--- config.mk ---
export PLATFORM = sky130hd
export DESIGN_NAME = clk_en_divider
export DESIGN_NICKNAME = d
export VERILOG_FILES = /design/src/rtl/clk_en_divider.sv
export SDC_FILE = /design/constraint.sdc
export NUM_CORES = 1
export LEC_CHECK = 0
export ABC_AREA = 0
export BUFFER_PORTS_ARGS = -buffer_cell sky130_fd_sc_hd__buf_2
export CAP_MARGIN = 40
export CORE_ASPECT_RATIO = 1.2
export CORE_UTILIZATION = 41
export DETAILED_ROUTE_END_ITERATION = 10
export MAX_ROUTING_LAYER = met4
export PLACE_DENSITY = 0.84
export SYNTH_ARGS = -nofsm -noshare
export SYNTH_HDL_FRONTEND = slang
export SYNTH_SLANG_ARGS = --single-unit
--- constraint.sdc ---
create_clock -name clk -period 1.8 [get_ports clk]
set_input_delay 0.45 -clock clk [delete_from_list [all_inputs] [get_ports clk]]
set_output_delay 0.45 -clock clk [all_outputs]
set_load 0.05 [all_outputs]
--- src/rtl/clk_en_divider.sv ---
module clk_en_divider #(
  parameter int MODE      = 1,
  parameter int DIV_W     = 4,
  parameter int DIV_SHIFT = 0,
  parameter int GATE_BIT  = 0,
  parameter int MUX_BIT   = 0,
  parameter bit HAS_GATE  = 1'b1,
  parameter bit HAS_MUX   = 1'b0
) (
  input  logic        clk,
  input  logic        rst_n,
  input  logic        ref_tick,
  input  logic        pll_tick,
  input  logic        cfg_we,
  input  logic [1:0]  cfg_addr,
  input  logic [31:0] cfg_wdata,
  output logic        en_o
);

  localparam int CNT_W = (MODE == 3) ? (1 << DIV_W) :
                         (MODE == 2) ? DIV_W + 1 :
                         (MODE == 1) ? DIV_W : 1;

  logic             gate_q, mux_q, run_q, sel_q, en_q;
  logic [DIV_W-1:0] field_q;
  logic [CNT_W-1:0] cnt_q, term_q, pend;
  logic             src_tick, at_term, wrap, load, gate_on, sel_next;
  logic             unused_bits;

  assign src_tick    = sel_q ? pll_tick : ref_tick;
  assign at_term     = (cnt_q == term_q);
  assign wrap        = run_q & src_tick & at_term;
  assign load        = ~run_q | wrap;
  assign gate_on     = HAS_GATE ? gate_q : 1'b1;
  assign sel_next    = HAS_MUX ? mux_q : 1'b0;
  assign en_o        = en_q;
  assign unused_bits = ^{cfg_wdata, field_q};

  generate
    if (MODE == 3) begin : g_pow2
      assign pend = (CNT_W'(2) << field_q) - CNT_W'(1);
    end else if (MODE == 2) begin : g_double
      assign pend = CNT_W'({field_q, 1'b1});
    end else if (MODE == 1) begin : g_plus1
      assign pend = CNT_W'(field_q);
    end else begin : g_none
      assign pend = '0;
    end
  endgenerate

  always_ff @(posedge clk or negedge rst_n) begin
    if (!rst_n) begin
      gate_q  <= 1'b0;
      mux_q   <= 1'b0;
      field_q <= '0;
    end else if (cfg_we) begin
      case (cfg_addr)
        2'd0:    gate_q  <= cfg_wdata[GATE_BIT];
        2'd1:    field_q <= cfg_wdata[DIV_SHIFT +: DIV_W];
        2'd2:    mux_q   <= cfg_wdata[MUX_BIT];
        default: ;
      endcase
    end
  end

  always_ff @(posedge clk or negedge rst_n) begin
    if (!rst_n) begin
      run_q  <= 1'b0;
      sel_q  <= 1'b0;
      term_q <= '0;
      cnt_q  <= '0;
      en_q   <= 1'b0;
    end else begin
      if (load) begin
        term_q <= pend;
        sel_q  <= sel_next;
        run_q  <= gate_on;
      end
      if (!run_q)
        cnt_q <= '0;
      else if (src_tick)
        cnt_q <= at_term ? '0 : cnt_q + CNT_W'(1);
      en_q <= wrap;
    end
  end

endmodule

==> metrics.txt <==
highest-delay cell along the critical path dfrtp_1; Area Overhead vs Synth 14.4%; Final nets between 100 and 150; cts hold-fix bufs 0; switching pwr approximately 420 uW; unrepaired setup endpoints after global routing false; Post-Syn Nets 93; status completed; post-cts gate resize count 0; CTS buffer count 3; Fmax between 600 and 700 MHz; DRT Wirelength ~1100 um; Synthesis Warnings 0; vias in the first global route between 400 and 500; Gate Count Post-Synth 53; HPWL after detailed placement around 830 um; Critical Path Max Stage Delay 0.42 ns; Routed Antenna Nets 0; sequential share of power 0.467; Reg clk slew, reported paths approximately 0.090 ns; worst path cell trace xnor2_1, nand4_2, o21ai_4, mux2_2; cell-internal power between 700 and 800 uW; Routed WL per cell about 13 um; Sw Share 0.354; Leak Pwr between 0.0003 and 0.0004 uW; Tcrit/Tclk final 0.926; worst hold path class input pin to asynchronous set/reset pin; CTS H-tree lvls 1; Combinational Power Share 0.374; routability cong. about 0.8; initial antenna violation count 0; worst reg2reg endpoint term_q[0]; CP Capture Type register; antenna cells 0; Global Route Usage Sum 0.157; total of max-cap violations 0; PortBufs 10; clock latency on the worst-skew pair 0.28 ns; post-synth cell types 20; routed vias/inst between 5 and 6; CTS Buffer Depth 2; reg2reg start cnt_q[3]; Layout Skew 0.00901 ns; largest net degree at the start of global routing 16; Die Area between 1500 and 2000 um2; worst vdd ir around 670 uV; Top-Level Pins 40; Slew Limit Fails 0; final core utilization 0.522; FF-to-FF setup slack between 0.1 and 0.15 ns; Die Y approximately 46 um; CP max FO 6; Post-CTS Setup Inserts 0; Clock power frac 0.159; Core Area ~1500 um2; Cell Pwr Density 1530 nW/um2; Initial Utilization 0.456; Tmin final around 1.7 ns; gr ovfl total 0; share of cells above drive strength 1 0.328; CP startpoint kind register; Worst R2R Path Depth 4; critical path type register to register; CP arrival 1.83 ns; final setup fails 0; Avg Cell Area, Syn 12.7 um2; register area share after synthesis 0.556; DRC violation count after routing 0; CTS sink count 15; Worst EP required a little under 2 ns; Cell Rows 15; Post-Syn Area ~680 um2; TritonCTS clock tree built; Setup crit start cnt_q[3]; total number of vias about 440; Slew Limit Headroom 0.782; Fin Setup TNS 0 ns; Initial DRC Count 3; drt first pass iters 3; Clk Tree Root Cell clkbuf_4; Final Hold Fails 0; number of synthesized register bits 15; global-route wire length before repair ~1800 um; die width just under 40 um; Worst Max-Slew Pin Slew 0.327 ns
-- metal layers --
layer,up-vias,global-route usage,part of all wire
met5,-,-,0
met4,0,0.0621,0
met3,0,0.0435,0.031
met2,9,0.263,0.51
met1,208,0.174,0.45
li1,219,-,-
-- flip-flops by register name, summed over array words and instances (netlist names) --
name     flops
cnt_q        4
en_o         1
field_q      4
gate_on      1
run_q        1
term_q       4
-- cells by family after synthesis --
group,after synthesis,synth area share
adders and majority gates,1,0.0185
xor gates and xnor gates,4,0.0518
and+or+nand+nor,14,0.131
muxes,9,0.150
AOI/OAI and AO/OA,8,0.0815
buffers and inverters,2,0.0111
DFF,15,0.556
-- final cells by class --
class	count	area [um2]
clock buffers	4	26.3
repair buffers	10	50.0
fillers	143	709
multi-input cells	36	293
flip-flops and latches	15	375
inverters	2	7.51
well taps	17	21.3
-- worst max-delay path, delay by kind of cell (launching register included) --
kind | cells | cell delay, ns
flops | 1 | 0.42
mux | 1 | 0.36
compound gates | 1 | 0.27
simple gates | 1 | 0.25
xor+xnor | 1 | 0.24
-- synthesized netlist by cell type --
| master | count | share of area |
|---|---|---|
| o21ai_0 | 3 | 0.022 |
| mux2_2 | 7 | 0.12 |
| mux2_1 | 2 | 0.033 |
| a41oi_1 | 1 | 0.013 |
| nand2_1 | 3 | 0.017 |
| dfrtp_1 | 15 | 0.56 |
| nand4b_1 | 1 | 0.013 |
| nand4_2 | 1 | 0.019 |
| a21oi_1 | 3 | 0.022 |
| nand3_1 | 2 | 0.015 |
| nor3b_1 | 1 | 0.011 |
| nand3b_1 | 2 | 0.022 |
| xnor2_1 | 4 | 0.052 |
| ha_1 | 1 | 0.019 |
| o21ai_4 | 1 | 0.024 |
| inv_1 | 2 | 0.011 |
| nor4_1 | 1 | 0.0093 |
| nand2b_1 | 1 | 0.0093 |
| nor2b_1 | 1 | 0.0093 |
| nor3_1 | 1 | 0.0074 |
-- placed cells by master (no fill, tap or decap) --
cell and n:
o21ai_0 3, dfrtp_1 15, nand3b_1 2, nor3b_1 1
mux2_2 7, mux2_1 2, nor2b_1 1, clkbuf_1 1
a41oi_1 1, clkbuf_4 3, xnor2_1 4, inv_1 2
nand4b_1 1, ha_1 1, nor4_1 1, nand4_2 1
o21ai_4 1, buf_2 10, nand3_1 2, nor3_1 1
nand2b_1 1, a21oi_1 3, nand2_1 3
-- worst max path at each step --
stage	endpoint	depth (start not counted)	slack, ns
floorplan	term_q[0]	4	0.31
global placement	term_q[0]	4	0.20
detailed placement	term_q[0]	4	0.15
CTS	term_q[0]	4	0.13
global route	term_q[0]	4	0.04
finish	term_q[0]	4	0.13
-- power groups by stage --
stage	registers, uW	logic [uW]	clock network, uW
3_3_place_gp	555	422	0
5_1_grt	573	503	217
2_1_floorplan	556	349	0
6_report	553	443	188
4_1_cts	555	449	195
3_5_place_dp	563	449	0
-- per-stage QoR --
step	cells	instance area (um2)	setup slack (ns)	total power [uW]	hold WS, ns
2_1_floorplan	53	676	0.315	905	0.154
5_1_grt	84	773	0.0353	1290	0.0709
3_5_place_dp	80	747	0.145	1010	0.368
3_3_place_gp	80	747	0.198	977	0.364
6_report	84	773	0.134	1180	0.0505
4_1_cts	84	773	0.133	1200	0.0638
Power figures use the tool's default switching activity.
